==> src/rtl/pwm_bank.sv <==
module pwm_bank #(
  parameter int NCH = 4,
  parameter int CW  = 16,
  parameter int PW  = 4
) (
  input  logic                        clk,
  input  logic                        rst_n,
  input  logic [$clog2(NCH)+2:0]      addr,
  input  logic [CW-1:0]               wdata,
  input  logic                        we,
  input  logic                        rd,
  output logic [CW-1:0]               rdata,
  output logic [NCH-1:0]              pwm_out
);
  localparam int CHW = $clog2(NCH);
  localparam int AW  = CHW + 3;
  localparam int PCW = (1 << PW) - 1;

  logic [PW-1:0]  pre  [NCH];
  logic           pol  [NCH];
  logic [CW-1:0]  per  [NCH];
  logic [CW-1:0]  duty [NCH];
  logic [CW-1:0]  dupd [NCH];
  logic [CW-1:0]  cnt  [NCH];
  logic [PCW-1:0] pcnt [NCH];
  logic [NCH-1:0] en, stat, wrap;

  wire           glb  = addr[AW-1];
  wire [1:0]     sel  = addr[1:0];
  wire [CHW-1:0] csel = addr[2 +: CHW];
  wire           wr_en  = we && glb && sel == 2'd0;
  wire           wr_dis = we && glb && sel == 2'd1;
  wire           rd_st  = rd && glb && sel == 2'd2;

  for (genvar i = 0; i < NCH; i++) begin : g_ch
    wire          wsel = we && !glb && csel == CHW'(i);
    wire          tick = pcnt[i] == ((PCW'(1) << pre[i]) - PCW'(1));
    wire [CW:0]   nxt  = {1'b0, cnt[i]} + 1'b1;
    wire          last = nxt >= {1'b0, per[i]};

    assign wrap[i]    = en[i] && tick && last;
    assign pwm_out[i] = pol[i] ^ (en[i] && cnt[i] >= duty[i]);

    always_ff @(posedge clk or negedge rst_n) begin
      if (!rst_n) begin
        pre[i]  <= '0;
        pol[i]  <= 1'b0;
        per[i]  <= '0;
        duty[i] <= '0;
        dupd[i] <= '0;
        cnt[i]  <= '0;
        pcnt[i] <= '0;
      end else begin
        if (wsel && sel == 2'd0) {pol[i], pre[i]} <= wdata[PW:0];
        if (wsel && sel == 2'd1) per[i] <= wdata;
        if (wsel && sel == 2'd3) dupd[i] <= wdata;
        if (!en[i]) begin
          cnt[i]  <= '0;
          pcnt[i] <= '0;
          if (wsel && sel == 2'd3) duty[i] <= wdata;
        end else if (tick) begin
          pcnt[i] <= '0;
          if (last) begin
            cnt[i]  <= '0;
            duty[i] <= dupd[i];
          end else begin
            cnt[i] <= nxt[CW-1:0];
          end
        end else begin
          pcnt[i] <= pcnt[i] + 1'b1;
        end
      end
    end

    // disabled channel keeps its counter at zero
    p_idle_zero_r9: assert property (@(posedge clk) disable iff (!rst_n)
      !en[i] |=> cnt[i] == '0);
    // active duty moves only at a boundary while enabled
    p_duty_hold_r6: assert property (@(posedge clk) disable iff (!rst_n)
      (en[i] && !wrap[i]) |=> $stable(duty[i]));
    // boundary raises the status bit
    p_stat_set_r3: assert property (@(posedge clk) disable iff (!rst_n)
      wrap[i] |=> stat[i]);
    // read clears a bit with no concurrent boundary
    p_read_clr_r8: assert property (@(posedge clk) disable iff (!rst_n)
      (rd_st && !wrap[i]) |=> !stat[i]);
    // enable write with bit set turns the channel on
    p_enable_r2: assert property (@(posedge clk) disable iff (!rst_n)
      (wr_en && wdata[i] && !wr_dis) |=> en[i]);
  end

  always_ff @(posedge clk or negedge rst_n) begin
    if (!rst_n) begin
      en   <= '0;
      stat <= '0;
    end else begin
      en   <= (en | (wr_en ? wdata[NCH-1:0] : '0)) & ~(wr_dis ? wdata[NCH-1:0] : '0);
      stat <= (rd_st ? '0 : stat) | wrap;
    end
  end

  always_ff @(posedge clk or negedge rst_n) begin
    if (!rst_n) begin
      rdata <= '0;
    end else if (rd) begin
      if (glb) begin
        case (sel)
          2'd2:    rdata <= CW'(stat);
          2'd3:    rdata <= CW'(en);
          default: rdata <= '0;
        endcase
      end else begin
        case (sel)
          2'd0: rdata <= CW'({pol[csel], pre[csel]});
          2'd1: rdata <= per[csel];
          2'd2: rdata <= duty[csel];
          2'd3: rdata <= dupd[csel];
        endcase
      end
    end
  end

  // outputs low right after reset with zero polarity
  p_reset_low_r1: assert property (@(posedge clk) $rose(rst_n) |-> pwm_out == '0);
endmodule

==> config.mk <==
export PLATFORM = sky130hd
export DESIGN_NAME = pwm_bank
export DESIGN_NICKNAME = d
export VERILOG_FILES = /design/src/rtl/pwm_bank.sv
export SDC_FILE = /design/constraint.sdc
export NUM_CORES = 1
export LEC_CHECK = 0
export BUFFER_PORTS_ARGS = -buffer_cell sky130_fd_sc_hd__clkbuf_2
export CAP_MARGIN = 20
export CELL_PAD_IN_SITES_DETAIL_PLACEMENT = 1
export CELL_PAD_IN_SITES_GLOBAL_PLACEMENT = 1
export CORE_MARGIN = 2
export CORE_UTILIZATION = 36
export DETAILED_ROUTE_END_ITERATION = 8
export PLACE_DENSITY = 0.62
export SYNTH_ARGS = -nofsm -noshare
export SYNTH_HDL_FRONTEND = slang
export SYNTH_SLANG_ARGS = --single-unit
export TNS_END_PERCENT = 1
==> constraint.sdc <==
create_clock -name clk -period 5.7 [get_ports clk]
set_clock_uncertainty 0.1 [all_clocks]
set_input_delay 0.285 -clock clk [delete_from_list [all_inputs] [get_ports clk]]
set_output_delay 0.285 -clock clk [all_outputs]
set_load 0.02 [all_outputs]
---- Word-level counts from Yosys, hierarchy flattened ----
Cells that the tools add are included.
cells by class
  add/subtract/negate cells ............... 12
  multipliers ............................. 0
  div/mod/pow operators ................... 0
  magnitude comparators ................... 9
  equality and inequality tests ........... 18
  shift-type cells ........................ 4
  mux-type cells .......................... 57
  bitwise logic cells ..................... 9
  reduce and logical (&&, ||, !) cells .... 45
operators with widths
  cell                                                number
  two-way mux 16 bit                                  35
  two-way mux 15 bit                                  8
  binary-select mux 16 bit (select 2 bit)             3
  adder 16 x 1 -> 17 bit, second input constant       4
  >= comparator 17 x 16 -> 1 bit                      4
  >= comparator 16 bit                                4
  one-hot mux 16 bit (4 select lines)                 1
  adder 15 x 1 -> 15 bit, second input constant       4
  == test 15 bit                                      4
  left shift 1 x 4 -> 15 bit, first input constant    4
  subtractor 15 x 1 -> 15 bit, second input constant  4
  logical AND 1 bit                                   34
  two-way mux 4 bit                                   5
  != test 2 x 1 -> 1 bit, second input constant       8
  AND reduction 3 bit                                 4
  binary-select mux 4 bit (select 2 bit)              1
  == test 2 bit, second input constant                4
  OR 4 bit                                            2
  one-hot mux 4 bit (2 select lines)                  1
  nonzero test 2 bit                                  4
  bitwise AND 4 bit                                   1
  == test 2 x 1 -> 1 bit, second input constant       2
  logical NOT 2 bit                                   2
  inverter 4 bit                                      1
  6 further kinds                                     10
storage, ports and cells
  register bits after elaboration ......... 360
  latch bits .............................. 0
  bits in writable memories ............... 0
  bits in read-only memories .............. 0
  output and inout port bits .............. 20
  word-level logic and storage cells ...... 185
  memories ................................ 0

---- Longest topological paths before layout ----
Gate-level depths: netlist of run 1.
  word-level depth ........................ 6
  gate-level depth with buffers ........... 18
  depth with buffers taken out ............ 16

---- Worst setup path before layout of run 1 ----
OpenSTA, ideal clock, no wires.
  path kind ............................... register to register
  start ................................... register cnt[48] in the netlist's numbering
  end ..................................... register duty[62] in the netlist's numbering
  library setup time ...................... 64 ps
  arrival time ............................ 3883 ps
  data required time ...................... 5536 ps
  path slack .............................. 1653 ps
  stages on the path, launching flop included .. 17
  path buffers ............................ 1
  path through ............................ dfrtp_1 ha_1 and3_1 nand3_1 nor3_1 nand3_1 xnor2_1 ha_1 a211oi_1 o21ai_0 a2111oi_0 nor3_1 a311o_1 nand4_1 clkbuf_1 o32a_1 o21a_1
between the ends
  longest elaborated chain between the ends .. 4
ends and longest elaborated chain
  item                              line  source
  start: declaration                24    logic [CW-1:0] cnt [NCH];
  start signal: indexed assignment  67    cnt[i] <= nxt[CW-1:0];
  adder 16 x 1 -> 17 bit            38    wire [CW:0] nxt = {1'b0, cnt[i]} + 1'b1;
  >= comparator 17 x 16 -> 1 bit    39    wire last = nxt >= {1'b0, per[i]};
  != test 2 x 1 -> 1 bit (no line)  n/a
  AND reduction 3 bit (no line)     n/a
  end signal: indexed assignment    60    if (wsel && sel == 2'd3) duty[i] <= wdata;
  end signal: indexed assignment    65    duty[i] <= dupd[i];
  end: declaration                  22    logic [CW-1:0] duty [NCH];
Every way passes these cells.
A chain may end at the register's enable or synchronous reset.

---- Worst setup path after layout of run 1 ----
Ends and elaborated chain as after synthesis.

==> run metrics, run 1 <==
setup ws final=973 ps; Hold Crit Class=input port to register; Syn Area/Cell=around 9.9 um2; DRT iter0 DRCs=between 1000 and 1500; final setup TNS=0 ps; DRT antenna net count=0; post_cts resized=0; top_reg_cell synth=dfrtp_1; first-pass GRT wire length=~120000 um; Max Cap Viol=0; Pleak=~11 nW; Synth Area in XOR/XNOR=0.0468; sequential element share of the synthesized area=0.391; Power Total=0.00904 W; GPL Wtd Cong=approximately 0.85; syn_nets=2494; pin count of the biggest net entering global routing=140; worst r2r path cells=16; Yosys cell types=roughly 90; hold path cells=3; final setup fails=0; crit path DAT=slightly above 5000 ps; buffers added on ports=44; Adder-Cell Fraction of Synth Area=0.0765; # IOs=45; Die Span Y=257 um; DRC errors left=0; CTS tree=done; min Tclk post-route=roughly 4700 ps; Worst EP required=between 6000 and 7000 ps; FF-to-FF Start=cnt[48]; Synth warnings=0; Worst Hold Path EP=per[14]; Initial Utilization=0.364; grt total ovfl=0; post-synthesis mux area share=0.122; Total Wirelength=approximately 76000 um; fin area=about 26000 um2; r2r setup slk=970 ps; CP startpoint=cnt[48]; Slew HR=0.268; measured slew at the worst slew-check pin=around 1100 ps; reg-to-reg endpoint=duty[62]; post-CTS setup buffer count=0; CTS Sinks=360; startpoint of the worst hold path=wdata[14]; layout cells sized above 1=0.159; Setup crit end kind=register; total core area=about 63000 um2; number of synthesized flops with an enable pin=0; H-Tree Depth=2; DIE AREA=roughly 66000 um2; NumNets Final=between 2000 and 2500; clock-pin slew of the registers on the worst-case setup and hold paths=around 60 ps; Synth Area in Compound Gates=0.156; First-pass DRT Iterations=5; max-slew violations=0; initial antenna violation count=3; Peak Freq=~0.21 GHz; drt via density=between 5 and 6; root buf cell=clkbuf_16; Synth Area in Simple Gates=0.151; setup repair after global routing missed its margin=no; Cell Rows=about 90; Worst Path Max Fanout=18; Final Hold Viols=0; largest family of logic cells by synthesized area=compound AO/OA/AOI/OAI gates; Setup CP Type=register to register; clock insertion delay at the later pin of the skew report=between 500 and 600 ps; synthesized instance count=2329; run status=complete, no violations; Yosys top cell by area=dfrtp_1; total CTS buffers=44; Post-DP HPWL=between 50000 and 60000 um; Worst Setup Start Kind=register; GRT Util Overall=0.232; vias=18500; Final period util=0.829; WL/cell=around 24 um; pre-CTS setup slack=just under 1000 ps; CTS hold repair buffers=4; Post-synth ARST share=1.00; Cell Area, Placed=about 24000 um2; Yosys reg bits=between 300 and 400; Area Growth Syn to Fin=10.8%; Die W=around 260 um; Synth area leaders=dfrtp_1 39%, ha_1 7.6%, mux2_2 6.1%; vias in the first global route=approximately 19000; CTS Buffer Depth=3; Yosys top cell area share=0.391; Fin Hold WS=~100 ps; PwrDens=roughly 350 nW/um2; Max VDD drop=between 150 and 200 uV; synthesized cell area=around 23000 um2
## logic make-up after synthesis
kind of cell               after synthesis
and+or+nand+nor                        684
muxes                                  193
adders and majority gates              141
DFF                                    360
xor gates and xnor gates               123
AOI/OAI and AO/OA                      511
buffers and inverters                  317
## Yosys cell counts, types with 13 or more instances
cell type,count
a21o_1,24
a21oi_1,93
a22o_1,24
a22oi_1,22
a31oi_1,15
and3_1,23
buf_2,35
clkbuf_1,101
dfrtp_1,360
ha_1,140
inv_1,157
mux2_2,124
mux4_2,58
nand2_1,184
nand2b_1,29
nand3_1,93
nand4_1,33
nand4b_1,13
nor2_1,158
nor2b_1,26
nor3_1,26
o211ai_1,22
o21a_1,36
o21ai_0,98
o22ai_1,22
o2bb2ai_1,13
o32a_1,28
xnor2_1,78
xor2_1,45
## state kept, by name (all words and copies together), names as in the netlist
register / cells
pre: 16
pcnt: 60
dupd: 64
per: 64
rdata: 16
duty: 64
pol: 4
en: 4
cnt: 64
stat: 4
## cells in the final DEF (no fill, tap or decap), types with 13 or more instances in the layout
master and n:
mux4_2 58, buf_4 24, and3_1 23, ha_1 140
o21ai_0 98, o211ai_1 22, a22oi_1 22, o22ai_1 22
nor2b_1 26, o32a_1 28, a31oi_1 15, o21a_1 36
o2bb2ai_1 13, nand4b_1 13, a22o_1 24, nand4_1 33
xnor2_1 78, nand3_1 92, clkbuf_8 13, nand2b_1 29
nand2_1 184, xor2_1 45, nor2_1 157, clkbuf_16 45
nor3_1 25, clkbuf_2 41, a21o_1 24, mux2_2 124
a21oi_1 93, dfrtp_1 360, inv_1 157
## worst max-delay path by stage
stage,slack (ps),end
floorplan,1650,duty[62]
detailed placement,970,duty[45]
finish,970,duty[62]
global route,500,duty[10]
CTS,930,duty[15]
global placement,1050,duty[45]
## critical path: stages, from the launching register on
cell and delay, ps:
dfrtp_1 460, ha_1 270, and3_1 280, nand3_1 130, nor3_1 500, nand3_1 170, xnor2_1 210, ha_1 280
a211oi_1 200, o21ai_0 150, a2111oi_0 400, nor3_1 130, a311o_1 380, nand4_1 120, buf_4 270, o21ai_2 290
o21a_1 270
## metal layers
metal	wire (um)	track usage
met2	34500	0.358
met5	13	0
met3	3690	0.0336
met1	36400	0.341
met4	1730	0.0578
## area by class of cell
class                           instances  area, um2
Clock inverter                         22        308
Tap cell                              846       1060
Antenna cell                            2       5.00
Multi-Input combinational cell       1652      12700
Sequential cell                       360       9010
Inverter                              158        593
Timing Repair Buffer                   74        490
Clock buffer                           60       1310
Fill cell                            6987      37700
## through the flow
step,cells,utilization
global placement,3084,0.377
floorplan,2329,-
global route,3172,0.404
detailed placement,3085,0.377
finish,3174,0.404
CTS,3171,0.404
## report_power, final
part,switching [W],internal [W],total (W)
Clock,0.00121,0.00193,0.00315
Sequential,0.000627,0.00298,0.00361
Combinational,0.00131,0.000976,0.00228
Total,0.00315,0.00589,0.00904
Note: power is estimated with default switching activity, not from simulation.
==> run 2: changes to the inputs <==
Clock period 5.7 ns to 4.4 ns, I/O delays scaled along.
==> run 2 against run 1 <==
  * Sequential share of layout area decreased by 0.44 points
  * Critical path depth unchanged
  * Cell count increased by 1.3%
  * Critical path type unchanged
  * Critical endpoint is now duty[30]
==> run metrics, run 2 (synthesis gave the netlist of run 1 again) <==
min Tclk post-route=4130 ps (-594 ps); # IOs=45 (unchanged); r2r setup slk=270 ps (-710 ps); CTS Sinks=360 (unchanged); root buf cell=clkbuf_16; crit path cell chain=ha_1, and3_1, nand3_1, nor3_2, nand3_1, nor2_1, xor2_1, ha_1, nand3_1, nor4_1, o31ai_1, o211ai_1, nor4_4, nor3b_4, a22oi_1, nand2_1; Cell Rows=92 (unchanged); H-Tree Depth=2 (unchanged); total core area=63200 um2 (unchanged); buffers added on ports=44 (unchanged); GPL Wtd Cong=0.885 (+3.7%); DRT antenna net count=0 (unchanged); Setup crit end kind=register; reg-to-reg endpoint=duty[30]; final non-filler cell total=3216 (+1.3%); final setup TNS=0 ps (unchanged); switch share=0.354 (+0.00613); area of the multi-input gates=12800 um2 (+0.50%); CTS Buffer Depth=3 (unchanged); utilization after layout=0.409 (+0.00511); Initial Utilization=0.364 (unchanged); Clk pwr share=0.337 (-0.011); DP Cell Count=3120 (+1.1%); layout cells sized above 1=0.172 (+0.0134); Total Wirelength=76600 um (+0.43%); grt total ovfl=0 (unchanged); Fin Hold WS=55.9 ps (-48.7 ps); pre-CTS setup slack=87.4 ps (-881 ps); CP startpoint=cnt[17]; Post-DP HPWL=57100 um (+2.1%); GRT Util Overall=0.232 (about the same); most frequent cells in the layout=360 x dfrtp_1, 184 x nand2_1, 157 x inv_1, 157 x nor2_1, 140 x ha_1; Max VDD drop=273 uV (+41%); Slew HR=0.222 (-0.0456); slowest CP cell=nor3b_4; First-pass DRT Iterations=5 (unchanged); crit path capture=duty[30]; vias=18600 (+0.91%); clock-pin slew of the registers on the worst-case setup and hold paths=60 ps (about the same); measured slew at the worst slew-check pin=1160 ps (+67.1 ps); Worst Path Max Fanout=14 (-4); Comb power frac=0.269 (+0.016); DRC errors left=0 (unchanged); CP top delay family=simple AND/OR/NAND/NOR gates; register area=9010 um2 (unchanged); sum of buffers and inverters on the critical path=0 (-1); Final Hold Viols=0 (unchanged); instance count on the critical path=16 (unchanged); crit path DAT=4550 ps (-540 ps); Setup CP Type=register to register; worst r2r path cells=16 (unchanged); Peak Freq=0.242 GHz (+14%); FF-to-FF Start=cnt[17]; total CTS buffers=45 (+2.3%); WL/cell=23.8 um (-0.88%); Hold Crit Class=input port to register; DIE AREA=66000 um2 (unchanged); Worst EP required=4820 ps (-1240 ps); Die W=257 um (unchanged); CTS tree=done; Area Growth Syn to Fin=12.2%; initial antenna violation count=3 (unchanged); leading cell type in the layout, fill and taps excluded=dfrtp_1; max-slew violations=0 (unchanged); Die Span Y=257 um (unchanged); Final period util=0.939 (+0.110); drt via density=5.79 (-0.41%); run status=complete, no violations; setup ws final=267 ps (-706 ps); startpoint of the worst hold path=wdata[7]; Worst Setup Start Kind=register; setup repair after global routing missed its margin=yes; Psw=0.00411 W (+31%); sequential share of power=0.394 (-0.005); DRT iter0 DRCs=1286 (-2.7%); clock insertion delay at the later pin of the skew report=590 ps (about the same); Max Cap Viol=0 (unchanged); NumNets Final=2496 (+1.7%); final setup fails=0 (unchanged); hold path cells=3 (unchanged); Pleak=11.5 nW (+1.6%); most frequent CP cell=nand3_1; PwrDens=449 nW/um2 (+27%); first-pass GRT wire length=119000 um (-0.27%); internal power component=0.00750 W (+27%); Max stage delay on crit path=590 ps (+90 ps); filler cell count in the final layout=6999 (+0.17%); pin count of the biggest net entering global routing=102 (-27%); vias in the first global route=19000 (-0.089%)
==> run 2: worst min-delay path: stages <==
cell and delay [ps]:
clkbuf_2 270, nand2_1 120, o21ai_0 70
==> run 2: routing by layer <==
metal | vias to the layer above | track usage | part of all wire
met2 | 427 | 0.363 | 0.45
met5 | - | 0 | 0
li1 | 8476 | - | -
met4 | 0 | 0.0517 | 0.018
met3 | 85 | 0.0318 | 0.052
met1 | 9637 | 0.341 | 0.48
==> run 2: what timing repair did <==
item | CTS | global route
resized for setup | 0 | 14
setup buffers | 0 | 0
endpoints found under the setup margin | 0 | 78
endpoints found under the hold margin | 92 | 0
hold buffers | 10 | 0
==> run 2: worst min path at each step <==
stage / end / slack, ps
detailed placement: pcnt[36] / 170
finish: per[7] / 60
floorplan: cnt[0] / -180
global placement: pcnt[36] / 160
CTS: per[7] / 20
global route: per[7] / 60
==> run 2: power groups by stage <==
stage | Sequential (W) | Combinational, W | Clock, W
after global placement | 0.00457 | 0.00298 | 0
after global routing | 0.00464 | 0.00344 | 0.00414
after floorplan | 0.00423 | 0.00219 | 0
after CTS | 0.00455 | 0.00313 | 0.00401
after detailed placement | 0.00460 | 0.00310 | 0
final | 0.00458 | 0.00312 | 0.00391
==> run 2: cell type report <==
cell class	count	share of cell area
Antenna cell	4	0.000387
Sequential cell	360	0.349
Timing Repair Buffer	114	0.0319
Clock inverter	27	0.0114
Multi-Input combinational cell	1652	0.495
Inverter	158	0.0230
Tap cell	846	0.0410
Clock buffer	55	0.0482
==> run 2: through the flow <==
stage               total power, W  area, um2
floorplan                  0.00642      23000
global placement           0.00755      24100
detailed placement         0.00771      24100
CTS                         0.0117      25800
global route                0.0122      25800
finish                      0.0116      25800
